===== src/rtl/dct_pkg.sv =====
// Package: shared widths, register selects and control-word layout for the
// divided countdown timer. Assumes a 32-bit register write port.
package dct_pkg;
    localparam int DATA_W = 32;
    localparam int VEC_W  = 8;
    localparam int SH_W   = 3;

    typedef enum logic [1:0] {
        SEL_INIT = 2'd0,
        SEL_DIV  = 2'd1,
        SEL_CTRL = 2'd2,
        SEL_NONE = 2'd3
    } reg_sel_e;

    localparam int CTRL_MASK_BIT = 16;
    localparam int CTRL_PER_BIT  = 17;
    localparam logic [DATA_W-1:0] CTRL_WR_MASK = 32'h0003_10FF;
    localparam logic [DATA_W-1:0] CTRL_RST     = 32'h0001_0000;

    // Divide code: bits 3,1,0 form a 3-bit value; plus one, modulo 8.
    function automatic logic [SH_W-1:0] div_shift(input logic [3:0] cfg);
        return {cfg[3], cfg[1:0]} + 3'd1;
    endfunction
endpackage


===== src/rtl/dct_prescaler.sv =====
// Prescaler: emits one tick every 2^shift clocks. The restart input zeroes
// the phase so that a new count begins a full divisor period later.
// Assumes shift < 2^SH_W and that a tick is never wanted during restart.
module dct_prescaler #(
    parameter int SH_W = 3
) (
    input  logic            clk,
    input  logic            rst_n,
    input  logic            restart,
    input  logic [SH_W-1:0] shift,
    output logic            tick
);
    localparam int PRE_W = (1 << SH_W) - 1;

    logic [PRE_W-1:0] phase_q;
    logic [PRE_W:0]   span;
    logic [PRE_W:0]   limit_w;

    // Terminal phase value for the selected divisor.
    always_comb begin
        span    = {{PRE_W{1'b0}}, 1'b1} << shift;
        limit_w = span - {{PRE_W{1'b0}}, 1'b1};
        tick    = !restart && (phase_q >= limit_w[PRE_W-1:0]);
    end

    // Phase counter: wraps on tick, zeroed on restart or reset.
    always_ff @(posedge clk) begin
        if (!rst_n)
            phase_q <= '0;
        else if (restart || tick)
            phase_q <= '0;
        else
            phase_q <= phase_q + 1'b1;
    end


    tick_spacing_chk: assert property (@(posedge clk) disable iff (!rst_n)
        (tick && shift != '0) |=> (!tick || shift == '0));
endmodule


===== src/rtl/dct_counter.sv =====
// Counter: holds the initial and current count. Decrements on prescaler
// ticks, flags expiry on the 1->0 step, and reloads in periodic mode.
// Assumes load takes priority over a tick in the same cycle.
module dct_counter #(
    parameter int CNT_W = 32
) (
    input  logic             clk,
    input  logic             rst_n,
    input  logic             load,
    input  logic [CNT_W-1:0] load_val,
    input  logic             tick,
    input  logic             periodic,
    output logic [CNT_W-1:0] cur,
    output logic             expire
);
    localparam logic [CNT_W-1:0] ONE = CNT_W'(1);

    logic [CNT_W-1:0] init_q;
    logic [CNT_W-1:0] cur_q;

    // Expiry occurs when a tick consumes the last unit of the count.
    always_comb begin
        expire = tick && !load && (cur_q == ONE);
        cur    = cur_q;
    end

    // Count state: load, decrement, or reload on expiry.
    always_ff @(posedge clk) begin
        if (!rst_n) begin
            init_q <= '0;
            cur_q  <= '0;
        end else if (load) begin
            init_q <= load_val;
            cur_q  <= load_val;
        end else if (tick && cur_q != '0) begin
            if (cur_q == ONE)
                cur_q <= periodic ? init_q : '0;
            else
                cur_q <= cur_q - ONE;
        end
    end


    zero_hold_chk: assert property (@(posedge clk) disable iff (!rst_n)
        (cur_q == '0 && !load) |=> (cur_q == '0));

    count_bound_chk: assert property (@(posedge clk) disable iff (!rst_n)
        cur_q <= init_q);

    expire_next_chk: assert property (@(posedge clk) disable iff (!rst_n)
        expire |=> (cur_q == '0 || cur_q == init_q));
endmodule


===== src/rtl/dct_irq_queue.sv =====
// Request queue: counts unmasked expiries and offers them one per accepted
// cycle on a valid/ready pair. Saturates instead of wrapping.
// Assumes the mask is sampled in the same cycle as the expiry.
module dct_irq_queue #(
    parameter int BACKLOG_W = 4
) (
    input  logic clk,
    input  logic rst_n,
    input  logic expire,
    input  logic masked,
    input  logic ready,
    output logic valid
);
    localparam logic [BACKLOG_W-1:0] FULL = {BACKLOG_W{1'b1}};

    logic [BACKLOG_W-1:0] backlog_q;
    logic                 push;
    logic                 pop;

    // Request handshake terms.
    always_comb begin
        valid = (backlog_q != '0);
        push  = expire && !masked;
        pop   = valid && ready;
    end

    // Backlog update: net change of push minus pop, clamped at full.
    always_ff @(posedge clk) begin
        if (!rst_n)
            backlog_q <= '0;
        else if (push && !pop && backlog_q != FULL)
            backlog_q <= backlog_q + 1'b1;
        else if (pop && !push)
            backlog_q <= backlog_q - 1'b1;
    end


    req_hold_chk: assert property (@(posedge clk) disable iff (!rst_n)
        (valid && !ready) |=> valid);

    no_wrap_chk: assert property (@(posedge clk) disable iff (!rst_n)
        (backlog_q == FULL && !ready) |=> (backlog_q == FULL));

    masked_drop_chk: assert property (@(posedge clk) disable iff (!rst_n)
        (masked && backlog_q != FULL) |=> (backlog_q <= $past(backlog_q)));
endmodule


===== src/rtl/div_countdown_timer.sv =====
// Top: register write decode, control word storage and the wiring of
// prescaler, counter and request queue. Assumes single-cycle writes and
// a combinational read of the count and control word.
module div_countdown_timer
    import dct_pkg::*;
#(
    parameter int CNT_W     = 32,
    parameter int BACKLOG_W = 4
) (
    input  logic              clk,
    input  logic              rst_n,
    input  logic              wr_en,
    input  logic [1:0]        wr_sel,
    input  logic [DATA_W-1:0] wr_data,
    output logic [CNT_W-1:0]  rd_count,
    output logic [DATA_W-1:0] rd_ctrl,
    output logic              irq_valid,
    output logic [VEC_W-1:0]  irq_vector,
    input  logic              irq_ready
);
    logic [3:0]        div_cfg_q;
    logic [DATA_W-1:0] ctrl_q;
    logic              load;
    logic              tick;
    logic              expire;
    logic [SH_W-1:0]   shift;
    reg_sel_e          sel;

    // Write decode and divisor selection.
    always_comb begin
        sel        = reg_sel_e'(wr_sel);
        load       = wr_en && (sel == SEL_INIT);
        shift      = div_shift(div_cfg_q);
        rd_ctrl    = ctrl_q;
        irq_vector = ctrl_q[VEC_W-1:0];
    end

    // Configuration registers: divide code and control word.
    always_ff @(posedge clk) begin
        if (!rst_n) begin
            div_cfg_q <= '0;
            ctrl_q    <= CTRL_RST;
        end else if (wr_en) begin
            if (sel == SEL_DIV)
                div_cfg_q <= wr_data[3:0];
            else if (sel == SEL_CTRL)
                ctrl_q <= wr_data & CTRL_WR_MASK;
        end
    end

    dct_prescaler #(.SH_W(SH_W)) u_pre (
        .clk     (clk),
        .rst_n   (rst_n),
        .restart (load),
        .shift   (shift),
        .tick    (tick)
    );

    dct_counter #(.CNT_W(CNT_W)) u_cnt (
        .clk      (clk),
        .rst_n    (rst_n),
        .load     (load),
        .load_val (wr_data[CNT_W-1:0]),
        .tick     (tick),
        .periodic (ctrl_q[CTRL_PER_BIT]),
        .cur      (rd_count),
        .expire   (expire)
    );

    dct_irq_queue #(.BACKLOG_W(BACKLOG_W)) u_irq (
        .clk    (clk),
        .rst_n  (rst_n),
        .expire (expire),
        .masked (ctrl_q[CTRL_MASK_BIT]),
        .ready  (irq_ready),
        .valid  (irq_valid)
    );


    ctrl_bits_chk: assert property (@(posedge clk) disable iff (!rst_n)
        (ctrl_q & ~CTRL_WR_MASK) == '0);

    sel_none_chk: assert property (@(posedge clk) disable iff (!rst_n)
        (wr_en && sel == SEL_NONE) |=> $stable(ctrl_q) && $stable(div_cfg_q));
endmodule


===== config.mk =====
export PLATFORM = sky130hd
export DESIGN_NAME = div_countdown_timer
export DESIGN_NICKNAME = d
export VERILOG_FILES = /design/src/rtl/dct_pkg.sv /design/src/rtl/dct_prescaler.sv /design/src/rtl/dct_counter.sv /design/src/rtl/dct_irq_queue.sv /design/src/rtl/div_countdown_timer.sv
export SDC_FILE = /design/constraint.sdc
export NUM_CORES = 1
export LEC_CHECK = 0
export ABC_AREA = 0
export BUFFER_PORTS_ARGS = -buffer_cell sky130_fd_sc_hd__buf_2
export CAP_MARGIN = 40
export CORE_MARGIN = 3
export CORE_UTILIZATION = 35
export CTS_BUF_LIST = sky130_fd_sc_hd__clkbuf_8
export DETAILED_ROUTE_END_ITERATION = 16
export PLACE_DENSITY = 0.6
export SLEW_MARGIN = 10
export SYNTH_ARGS = -nofsm -noshare
export SYNTH_HDL_FRONTEND = slang
export SYNTH_SLANG_ARGS = --single-unit

===== constraint.sdc =====
create_clock -name clk -period 5.3 [get_ports clk]
set_input_delay 0.795 -clock clk [delete_from_list [all_inputs] [get_ports clk]]
set_output_delay 0.795 -clock clk [all_outputs]
set_load 0.005 [all_outputs]

Word-level counts from Yosys, hierarchy flattened. Index checks and enable logic that the tools add are counted.

$add $sub $neg: 6. $lt $le $gt $ge: 1. Equality and inequality tests: 4. Shift-type cells: 1. Muxes and demuxes: 6. Bitwise gates (word level): 2. Reductions and logical operators: 23.

Operators by type and width (count): $mux 32 (4); $eq 32x1->1 const B (1); $reduce_bool 32->1 (1); $sub 32x1->32 const B (1); $logic_and 1x1->1 (10); $mux 4 (2); $add 7x1->7 const B (1); $ge 7x7->1 (1); $shl 1x3->7 const A (1); $sub 7x1->7 const B (1); $add 4x1->4 const B (1); $logic_not 1->1 (4); $ne 4x4->1 const B (1); $reduce_bool 2->1 (2); $reduce_bool 4->1 (1); $sub 4x1->4 const B (1); $add 3x1->3 const B (1); $reduce_and 3->1 (1); $eq 2x1->1 const B (1); $eq 2x2->1 const B (1); $logic_not 2->1 (1); $not 1->1 (2); $reduce_and 2->1 (1); $reduce_or 2->1 (1); $logic_or 1x1->1 (1).

Register bits after elaboration: 90. Input bits: 38. Output and inout bits: 73. Logic and storage cells: 49.

Longest topological paths before layout. Gate-level depths: netlist of run 1.

Depth in word-level cells: 12. Depth in mapped cells: 19. Mapped depth without buffers: 18.

Cells and area by module. Synthesis of run 1 repeated with hierarchy kept, for this count alone.

Cell total of the unflattened synthesis: 631. Area, all modules: 5134.9 um2.

By module, submodules not included: dct_counter (instances 1, cells each 451, area each 3554.7 um2, seq. area each 1281.2 um2); div_countdown_timer (instances 1, cells each 92, area each 808.3 um2, seq. area each 280.3 um2); dct_prescaler (instances 1, cells each 51, area each 459.2 um2, seq. area each 140.1 um2); dct_irq_queue (instances 1, cells each 37, area each 312.8 um2, seq. area each 80.1 um2).

Least setup slack after synthesis of run 1. No wires, ideal clock.

Path type: register to register. Start: register div_cfg_q[3]. End: register u_irq.backlog_q[3]. Setup time: 0.072 ns. Arrival time: 3.847 ns. Required time: 5.228 ns. Path slack: 1.381 ns. Cell stages (with the launch flop): 20. Path buffers: 1. Clock period less this slack: 3.919 ns. Path through: dfxtp_1 -> clkbuf_1 -> nor3_1 -> inv_1 -> ha_1 -> nor2_1 -> nand2_1 -> nand2_1 -> a22oi_1 -> ha_1 -> and2_0 -> a221o_1 -> a41oi_1 -> nor4b_4 -> inv_1 -> ha_1 -> a21o_1 -> a21oi_1 -> mux2i_1 -> mux2i_1.

Word-level cells in the longest chain between the ends: 11. Elaborated cells on any way between the ends: 14.

RTL lines: start: declaration (RTL line div_countdown_timer.sv:21) `logic [3:0] div_cfg_q;`; start signal: assignment (RTL line div_countdown_timer.sv:45) `div_cfg_q <= wr_data[3:0];`; $add 3x1->3 * (RTL line dct_pkg.sv:22) `return {cfg[3], cfg[1:0]} + 3'd1;`; $shl 1x3->7 * (RTL line dct_prescaler.sv:21) `span = {{PRE_W{1'b0}}, 1'b1} << shift;`; $sub 7x1->7 * (RTL line dct_prescaler.sv:22) `limit_w = span - {{PRE_W{1'b0}}, 1'b1};`; $ge 7x7->1 * (RTL line dct_prescaler.sv:23) `tick = !restart && (phase_q >= limit_w[PRE_W-1:0]);`; $logic_and 1x1->1 * (RTL line dct_prescaler.sv:23); $logic_and 1x1->1 * (2 in a row) (RTL line dct_counter.sv:23) `expire = tick && !load && (cur_q == ONE);`; $logic_and 1x1->1 * (RTL line dct_irq_queue.sv:23) `push = expire && !masked;`; $logic_and 1x1->1 / $logic_not 1->1 (equally long branches) (RTL line dct_irq_queue.sv:31, dct_irq_queue.sv:33); $logic_and 1x1->1 (on tied branches) (RTL line dct_irq_queue.sv:31, dct_irq_queue.sv:33); $mux 4 / $reduce_bool 2->1 (equally long branches); end signal: assignment (RTL line dct_irq_queue.sv:32) `backlog_q <= backlog_q + 1'b1;`; end signal: assignment (RTL line dct_irq_queue.sv:34) `backlog_q <= backlog_q - 1'b1;`; end: declaration (RTL line dct_irq_queue.sv:16) `logic [BACKLOG_W-1:0] backlog_q;`.

Mark *: on every way between the ends. The rest lies on a longest branch, timed or not. A chain may end at the register's enable or synchronous reset.

Worst setup path after layout of run 1. Ends and elaborated chain as after synthesis.

==> summary.txt, run 1 <==
Clocking
  • CTS tree: yes
  • Hold buffers post-CTS: 0
  • CTS sink cnt: 89
  • Clk root buf: clkbuf_8
  • Clock slew at reported path FFs: 0.09 ns
  • Worst-skew pair later-pin latency: 0.38 ns
  • Max Root-Sink Buffers: 2
  • CTS buffer count: 9
  • Number of H-tree levels: 3
  • Post-CTS Resized: 0
  • Post CTS Setup Buffer Count: 0

Timing
  • Final setup TNS: 0 ns
  • Slew HR: 47.9%
  • Final setup fails: 0
  • Final slew viol count: 0
  • Max Clock Skew: 0.0127 ns
  • Slew @ Worst Pin: 0.779 ns
  • Endpoints failing hold: 0
  • Minimum clock period: 4.06 ns
  • Tcrit/Tclk final: 76.5%
  • RSZ-0062 raised after global routing: false
  • Fmax: 0.247 GHz

Cells and area
  • # nets final: 758
  • Share of cells above drive strength 1: 19.3%
  • Filler cells: 1501
  • Layout area overhead: 11.7%
  • Inserted Diodes: 0
  • Reg area: 1780 µm²
  • Finished Layout Cells: 891
  • Multi-input logic area: 3050 µm²

Die
  • Die W: 128 µm
  • Die H: 128 µm
  • Boundary pin count: 111
  • Row count: 43
  • Starting Density: 36.7%
  • Die area: 16400 µm²
  • Core box area: 14200 µm²

Logic synthesis
  • Synth top area share: 34.2%
  • Sequential area share after synthesis: 34.2%
  • Yosys warning count: 0
  • Largest cells by area after synthesis: dfxtp_1 34%, nand2_1 8.6%, a21oi_1 5.6%
  • Ys async rst share: 0%
  • Syn_area_per_cell: 8.03 µm²
  • Post-synth EDFFs: 0
  • Yosys top cell by area: dfxtp_1
  • Cell Area, Synth: 5210 µm²
  • Post-synth top flop: dfxtp_1
  • Yosys cell types: 79
  • Syn Inst Count: 649
  • Flops & latches, synth: 89

Global routing
  • GRT Overall Usage: 19.5%
  • Largest net degree at the start of global routing: 52
  • Vias in the first global route: 4839
  • First-pass GRT wire length: 25600 µm
  • Congestion Overflow GR: 0
  • Initial antenna violation count: 0

Worst setup path
  • Worst path slowest cell: nor4b_4
  • Worst EP arrival: 4.37 ns
  • R2r setup slk: 1.24 ns
  • Max incr delay on CP: 0.43 ns
  • Largest delay share family, worst path: simple AND/OR/NAND/NOR gates
  • CP cell instances: nor3_1 > inv_1 > ha_1 > nor2_1 > nand2_1 > nand2_1 > a22oi_1 > ha_1 > and2_0 > a221o_1 > a41oi_1 > buf_4 > nor4b_4 > inv_1 > ha_1 > a21o_1 > a21oi_1 > mux2i_1 > mux2i_1
  • Critical path buffers and inverters: 3
  • Worst-path fanout max: 9
  • Most common cell on crit path: ha_1
  • Type of origin of the critical path: register
  • Critical Setup Path Class: register to register
  • Endpoint type of the worst setup path: register
  • Crit path required time: 5.61 ns

Detailed routing
  • Drc violations: 0
  • Avg WL per Cell: 17.9 µm
  • First-iteration detailed-routing DRC count: 415
  • Post-DRT Antenna Nets: 0
  • Vias: 5120
  • Detailed Route WL: 15900 µm
  • TritonRoute pass-1 iters: 5
  • Via density: 5.75

Power
  • Peak VDD IR: 0.295 mV
  • Leak: 2.49 nW
  • Power per cell area: 539 nW/µm²

Placement
  • HPWL after DPL: 11400 µm
  • Port buffer count: 89
  • GP Congestion: 0.897
  • Placed Cells: 875

Status
  • Status: finished, final reports clean

Run
  • Maxcap violations: 0

Min path
  • Worst hold path class: register to register
## sequential cells by signal, summed over array words and instances (netlist names)
signal,flops
u_cnt.cur,32
div_cfg_q,3
rd_ctrl,11
u_irq.backlog_q,4
u_cnt.init_q,32
u_pre.phase_q,7
## final timing paths
check / from / to / cells after the start
worst max-delay path: div_cfg_q[3] / u_irq.backlog_q[3] / 19
worst min-delay path: u_cnt.init_q[14] / u_cnt.init_q[14] / 2
worst max register to register: div_cfg_q[3] / u_irq.backlog_q[3] / 19
worst min register to register: u_cnt.init_q[14] / u_cnt.init_q[14] / 2
## placed cells by master (no fill, tap or decap), drive strengths merged, types with 3 or more instances in the layout
| cell | instances |
|---|---|
| nor3b | 3 |
| dfxtp | 89 |
| o21ai | 30 |
| and2 | 3 |
| inv | 9 |
| nor4 | 20 |
| o311a | 4 |
| xnor2 | 5 |
| nor2 | 48 |
| o211a | 3 |
| nand3 | 16 |
| buf | 96 |
| nand4 | 9 |
| a221oi | 3 |
| nor3 | 15 |
| a21oi | 59 |
| ha | 13 |
| and3 | 7 |
| nand2 | 120 |
| a32o | 10 |
| xor2 | 9 |
| a31oi | 4 |
| or3 | 5 |
| or4 | 5 |
| a21boi | 3 |
| mux2i | 17 |
| o22ai | 4 |
| conb | 21 |
| o211ai | 9 |
| o32ai | 4 |
| nand2b | 3 |
| clkbuf | 11 |
| a21o | 6 |
| o31ai | 10 |
## where the power goes
part / total, mW / switching [mW] / internal, mW
clock: 0.545 / 0.255 / 0.290
combinational: 1.61 / 0.990 / 0.624
sequential: 0.977 / 0.191 / 0.785
## cells by family after synthesis
| family | Yosys count | share of synthesized area (%) |
|---|---|---|
| AO/OA/AOI/OAI | 170 | 22.1 |
| multiplexers | 17 | 3.26 |
| buffers and inverters | 79 | 8.76 |
| XOR/XNOR | 14 | 2.35 |
| other | 1 | 0.0719 |
| flip-flops | 89 | 34.2 |
| AND/OR/NAND/NOR | 265 | 25.8 |
| adder cells (fa/ha/maj) | 14 | 3.50 |
## area by class of cell
class,instances,area share (%)
Sequential cell,89,30.6
Inverter,9,0.580
Tap cell,180,3.87
Multi-Input combinational cell,501,52.5
Clock buffer,11,2.60
Timing Repair Buffer,96,8.51
Clock inverter,5,1.35
## worst register-to-register path: stages (launching register included)
cell and delay (ns):
dfxtp_1 0.40, nor3_1 0.27, inv_1 0.08, ha_1 0.27
nor2_1 0.11, nand2_1 0.05, nand2_1 0.06, a22oi_1 0.09
ha_1 0.31, and2_0 0.19, a221o_1 0.20, a41oi_1 0.05
buf_4 0.20, nor4b_4 0.43, inv_1 0.16, ha_1 0.31
a21o_1 0.18, a21oi_1 0.16, mux2i_1 0.25, mux2i_1 0.21
## synth_stat cells (4+ instances only)
cell        n
ha_1       13
clkbuf_1   25
or4_1       4
a32o_1     10
xnor2_1     5
nand2_1   119
nor3_1     10
o21ai_1     9
a21oi_1    58
o22ai_1     4
a31oi_1     4
buf_6       4
o31ai_1     9
buf_4      33
o311a_1     4
nand4_1     8
o211ai_1    9
o21ai_0    19
dfxtp_1    89
nand3_1    16
and3_1      7
a21o_1      6
inv_1       8
nor4_1     15
xor2_1      9
nor4_2      5
or3_1       5
nor2_1     46
buf_2       5
mux2i_1    17
## routing by layer
metal  global-route usage, %  part of all wire [%]  routed length (µm)  vias up
met1                    26.5                    45                7150     2440
met4                    6.24                   1.7                 271        0
li1                        -                     -                   -     2413
met5                       0                     0                   0        -
met2                    30.7                    46                7340      245
met3                    4.67                   7.3                1170       22
## stage by stage
step           utilization [%]  hold WS [ns]  area (µm²)  total power, mW  setup slack, ns
5_1_grt                   41.0         0.473        5820             3.36            0.849
2_1_floorplan                -         0.426        5290             2.15             1.38
3_5_place_dp              39.4         0.450        5590             2.58             1.25
3_3_place_gp              39.3         0.441        5590             2.55             1.50
6_report                  41.0         0.458        5820             3.14             1.24
4_1_cts                   41.0         0.462        5820             3.13             1.22
No activity file was read; power rests on OpenSTA's default activity.
==> run 2, diff against run 1 <==
--- a/config.mk
+++ b/config.mk
@@ -12,7 +12,7 @@
 export CORE_UTILIZATION = 35
 export CTS_BUF_LIST = sky130_fd_sc_hd__clkbuf_8
 export DETAILED_ROUTE_END_ITERATION = 16
-export PLACE_DENSITY = 0.6
+export PLACE_DENSITY = 0.62
 export SLEW_MARGIN = 10
 export SYNTH_ARGS = -nofsm -noshare
 export SYNTH_HDL_FRONTEND = slang
==> constraint.sdc (replaced) <==
create_clock -name clk -period 3.4 [get_ports clk]
set_input_delay 0.51 -clock clk [delete_from_list [all_inputs] [get_ports clk]]
set_output_delay 0.51 -clock clk [all_outputs]
set_load 0.005 [all_outputs]
==> summary.txt, run 2 (synthesis results as in run 1) <==
Worst setup path
  • R2r setup slk: 0.06 ns
  • Endpoint type of the worst setup path: register
  • Type of origin of the critical path: register
  • Worst-path fanout max: 6
  • Crit path required time: 3.72 ns
  • Max incr delay on CP: 0.37 ns
  • Largest delay share family, worst path: compound AO/OA/AOI/OAI gates
  • Worst path slowest cell: dfxtp_4
  • Critical path buffers and inverters: 2
  • Critical Setup Path Class: register to register
  • CP cell instances: nor3_4 > inv_2 > ha_4 > nor2_2 > nand2_1 > nand2_1 > a22oi_2 > ha_1 > and2_4 > a221o_1 > a41oi_4 > nor4b_4 > inv_2 > ha_4 > a21o_1 > a21oi_2 > mux2i_1 > mux2i_1
  • Worst EP arrival: 3.66 ns

Timing
  • Final setup fails: 0
  • Slew HR: 47.4%
  • RSZ-0062 raised after global routing: true
  • Max Clock Skew: 0.0100 ns
  • Endpoints failing hold: 0
  • Tcrit/Tclk final: 98.3%
  • Hold Slack: 0.365 ns
  • Final slew viol count: 0
  • Minimum clock period: 3.34 ns
  • Slew @ Worst Pin: 0.787 ns
  • Fmax: 0.299 GHz
  • Fin worst setup slack: 0.0562 ns

Global routing
  • Largest net degree at the start of global routing: 53
  • Initial antenna violation count: 0
  • First-pass GRT wire length: 25700 µm
  • Vias in the first global route: 4962
  • Congestion Overflow GR: 0
  • GRT Overall Usage: 19.7%

Power
  • Leak: 2.63 nW
  • Tot Pwr: 5.03 mW
  • Peak VDD IR: 0.456 mV
  • Power per cell area: 825 nW/µm²

Die
  • Boundary pin count: 111
  • Core box area: 14200 µm²
  • Row count: 43
  • Die area: 16400 µm²
  • Die H: 128 µm
  • Die W: 128 µm
  • Starting Density: 36.7%

Detailed routing
  • First-iteration detailed-routing DRC count: 421
  • Avg WL per Cell: 17.7 µm
  • Top layer reached by signal wires: met4
  • Met3 Routed Length: 1340 µm
  • Via density: 5.70
  • Vias: 5251
  • Metal-1 WL: 7110 µm
  • Post-DRT Antenna Nets: 0
  • Detailed Route WL: 16300 µm
  • Met2 WL: 7510 µm
  • Drc violations: 0
  • TritonRoute pass-1 iters: 5

Clocking
  • Clock slew at reported path FFs: 0.09 ns
  • CTS buffer count: 9
  • CTS sink cnt: 89
  • CTS tree: yes
  • Clk root buf: clkbuf_8
  • Hold buffers post-CTS: 0
  • Worst-skew pair later-pin latency: 0.39 ns
  • Max Root-Sink Buffers: 2
  • Number of H-tree levels: 3

Cells and area
  • Inserted Diodes: 0
  • Multi-input logic area: 3140 µm²
  • Reg area: 1790 µm²
  • Layout area overhead: 16.9%
  • # nets final: 789
  • Most frequent cells in the layout: 119 x nand2_1, 89 x buf_2, 86 x dfxtp_1
  • Commonest non-fill, non-tap cell in the layout: nand2_1
  • Share of cells above drive strength 1: 24.6%
  • Filler cells: 1460

Placement
  • GP Congestion: 0.897
  • Port buffer count: 89
  • Dpl ws: -0.151 ns
  • HPWL after DPL: 11800 µm

Status
  • Status: finished, final reports clean

Min path
  • Worst hold path class: input port to register

Run
  • Maxcap violations: 0
[run 2: report_power, final]
part | leakage (nW) | internal [mW] | switching (mW) | total [mW]
logic | 1.82 | 1.18 | 1.63 | 2.81
registers | 0.727 | 1.22 | 0.292 | 1.52
clock network | 0.0874 | 0.301 | 0.399 | 0.700
total | 2.63 | 2.70 | 2.32 | 5.03
[run 2: layer usage]
| metal | track usage (%) | vias to the layer above |
|---|---|---|
| met5 | 0 | - |
| met4 | 7.37 | 0 |
| met3 | 4.58 | 28 |
| met2 | 30.5 | 225 |
| met1 | 26.8 | 2516 |
| li1 | - | 2482 |
[run 2: final cells by class]
cell class	count	area share (%)
Clock buffer	11	2.48
Inverter	9	0.554
Sequential cell	89	29.3
Multi-Input combinational cell	501	51.5
Tap cell	180	3.70
Clock inverter	4	0.472
Timing Repair Buffer	127	12.0
[run 2: final timing paths]
kind	start	to	cells after the start
hold reg to reg	u_cnt.init_q[15]	u_cnt.init_q[15]	2
hold / removal	wr_data[23]	u_cnt.init_q[23]	3
setup reg to reg	div_cfg_q[0]	u_irq.backlog_q[3]	18
setup / recovery	div_cfg_q[0]	u_irq.backlog_q[3]	18
[run 2: metrics by stage]
step | instance area [µm²] | std cells | setup TNS (ns) | util (%)
global placement | 5830 | 900 | 0 | 41.0
finish | 6090 | 921 | 0 | 42.9
CTS | 6020 | 916 | 0 | 42.4
floorplan | 5350 | 669 | -0.0198 | -
detailed placement | 5830 | 900 | -0.151 | 41.0
global route | 6090 | 921 | -0.208 | 42.9
[run 2: repair_timing]
| item | in CTS | in global routing |
|---|---|---|
| pin swaps | 1 | 9 |
| buffers inserted | 1 | 5 |
| resized for setup | 4 | 5 |
| gates cloned | 0 | 0 |
| endpoints found under the setup margin | 2 | 2 |
| hold endpoints to repair | 0 | 0 |
[run 2: worst min-delay path, delay by kind of cell]
kind,cells,cell delay [ns]
simple gates,1,0.05
compound gates,1,0.05
buf+inv,1,0.11
==> run 3, diff against run 2 <==
--- a/config.mk
+++ b/config.mk
@@ -13,6 +13,7 @@
 export CTS_BUF_LIST = sky130_fd_sc_hd__clkbuf_8
 export DETAILED_ROUTE_END_ITERATION = 16
 export PLACE_DENSITY = 0.62
+export REMOVE_ABC_BUFFERS = 1
 export SLEW_MARGIN = 10
 export SYNTH_ARGS = -nofsm -noshare
 export SYNTH_HDL_FRONTEND = slang
==> summary.txt, run 3 (synthesis results as in run 1) <==
Status
  • Status: complete, but fails checks
  • Failing checks: setup timing

Cells and area
  • # nets final: 792
  • Filler cells: 1470
  • Layout area overhead: 18.7%
  • Final Cell Area: 6190 µm²
  • Final core utilization: 43.6%
  • Most frequent cells in the layout: 116 x nand2_1, 89 x buf_2, 87 x dfxtp_1
  • Share of cells above drive strength 1: 25.4%
  • Inserted Diodes: 0
  • Commonest non-fill, non-tap cell in the layout: nand2_1

Placement
  • GP Congestion: 0.922
  • Port buffer count: 89
  • HPWL after DPL: 11700 µm
  • Placed cell area: 5810 µm²

Die
  • Core box area: 14200 µm²
  • Boundary pin count: 111
  • Die area: 16400 µm²
  • Row count: 43
  • Die H: 128 µm
  • Die W: 128 µm
  • Starting Density: 36.7%

Timing
  • Slew HR: 55.5%
  • Hold Slack: 0.372 ns
  • Endpoints failing hold: 0
  • Minimum clock period: 3.47 ns
  • Final setup fails: 1
  • Max Clock Skew: 0.0171 ns
  • RSZ-0062 raised after global routing: true
  • Final slew viol count: 0
  • Tcrit/Tclk final: 102%
  • Fmax: 0.288 GHz
  • Fin worst setup slack: -0.0730 ns
  • Slew @ Worst Pin: 0.667 ns

Worst setup path
  • Worst-path fanout max: 5
  • Endpoint type of the worst setup path: register
  • Worst path slowest cell: a221o_1
  • Crit path required time: 3.72 ns
  • Max incr delay on CP: 0.40 ns
  • Worst EP arrival: 3.79 ns
  • Type of origin of the critical path: register
  • Critical Setup Path Class: register to register
  • CP cell instances: nor3_4 > inv_2 > ha_4 > nor3_2 > a21oi_2 > ha_1 > a21o_1 > a221o_1 > a41oi_4 > nor4b_4 > inv_1 > ha_1 > a21o_1 > a21oi_2 > mux2i_1 > mux2i_1

Power
  • Switch share: 45.5%
  • Tot Pwr: 5.08 mW
  • Switching power: 2.31 mW
  • Register share of total power: 29.5%
  • Leak: 2.69 nW
  • Peak VDD IR: 0.320 mV
  • Clock Power Share: 15.5%
  • Power per cell area: 822 nW/µm²
  • P_int: 2.77 mW
  • Logic pwr share: 55.0%

Run
  • Maxcap violations: 0

Clocking
  • Worst-skew pair later-pin latency: 0.39 ns
  • CTS sink cnt: 89
  • CTS tree: yes
  • CTS buffer count: 9
  • Max Root-Sink Buffers: 2
  • Number of H-tree levels: 3
  • Clock slew at reported path FFs: 0.09 ns
  • Clk root buf: clkbuf_8

Detailed routing
  • Post-DRT Antenna Nets: 0
  • Vias: 5219
  • Detailed Route WL: 16500 µm
  • Drc violations: 0
  • First-iteration detailed-routing DRC count: 433
  • TritonRoute pass-1 iters: 6
  • Avg WL per Cell: 17.9 µm
  • Via density: 5.64

Global routing
  • Congestion Overflow GR: 0
  • Largest net degree at the start of global routing: 53
  • Initial antenna violation count: 0
  • GRT Overall Usage: 19.8%
  • First-pass GRT wire length: 26200 µm
  • Vias in the first global route: 4945

Min path
  • Worst hold path class: input port to register
run 3: layer usage:
metal  vias up  share of wire, %  track usage, %  wire length, µm
met3        23               7.6            4.54             1260
met4         0               1.6            6.12              267
met5         -                 0               0                0
met2       234                47            32.1             7820
li1       2491                 -               -                -
met1      2471                44            26.3             7200
run 3: layout make-up:
cell class | instances | area, µm² | area share, %
repair buffers | 130 | 764 | 12.4
clock inverters | 4 | 42.5 | 0.688
multi-input cells | 501 | 3170 | 51.2
inverters | 9 | 33.8 | 0.546
clock buffers | 12 | 165 | 2.67
flip-flops and latches | 89 | 1790 | 28.9
well taps | 180 | 225 | 3.64
run 3: path summary, 6_finish.rpt:
check                           slack, ns              from            endpoint  cells past startpoint
worst min-delay path                 0.37       wr_data[22]    u_cnt.init_q[22]                      3
worst min register to register       0.46  u_cnt.init_q[23]    u_cnt.init_q[23]                      2
worst max-delay path                -0.07      div_cfg_q[0]  u_irq.backlog_q[3]                     16
worst max register to register      -0.07      div_cfg_q[0]  u_irq.backlog_q[3]                     16
run 3: what timing repair did:
item / 4_1_cts / 5_1_grt
hold buffers: 0 / 0
gates resized for setup: 11 / 17
setup buffers: 5 / 1
endpoints found under the setup margin: 2 / 29
pin swaps: 6 / 15
run 3: power by group through the flow:
stage / registers, mW / clock network, mW / logic (mW)
after CTS: 1.49 / 0.801 / 2.73
after detailed placement: 1.51 / 0 / 2.67
after global placement: 1.50 / 0 / 2.63
after floorplan: 1.48 / 0 / 1.76
final: 1.50 / 0.790 / 2.79
after global routing: 1.53 / 0.842 / 3.08
run 3: worst max-delay path: cells and delay by family, from the launching register on:
| kind | cells | cell delay [ns] |
|---|---|---|
| buffers and inverters | 2 | 0.17 |
| and+or+nand+nor | 3 | 0.49 |
| DFF | 1 | 0.37 |
| adders and majority gates | 3 | 0.75 |
| muxes | 2 | 0.43 |
| AOI/OAI and AO/OA | 6 | 1.22 |
run 3: through the flow:
step	std cells	setup WS (ns)	TNS (ns)
after global routing	925	-0.150	-0.274
after global placement	902	-0.0552	-0.0552
after detailed placement	903	-0.271	-0.359
after floorplan	599	-1.78	-82.28
after CTS	924	0.000996	0
final	925	-0.0730	-0.0730
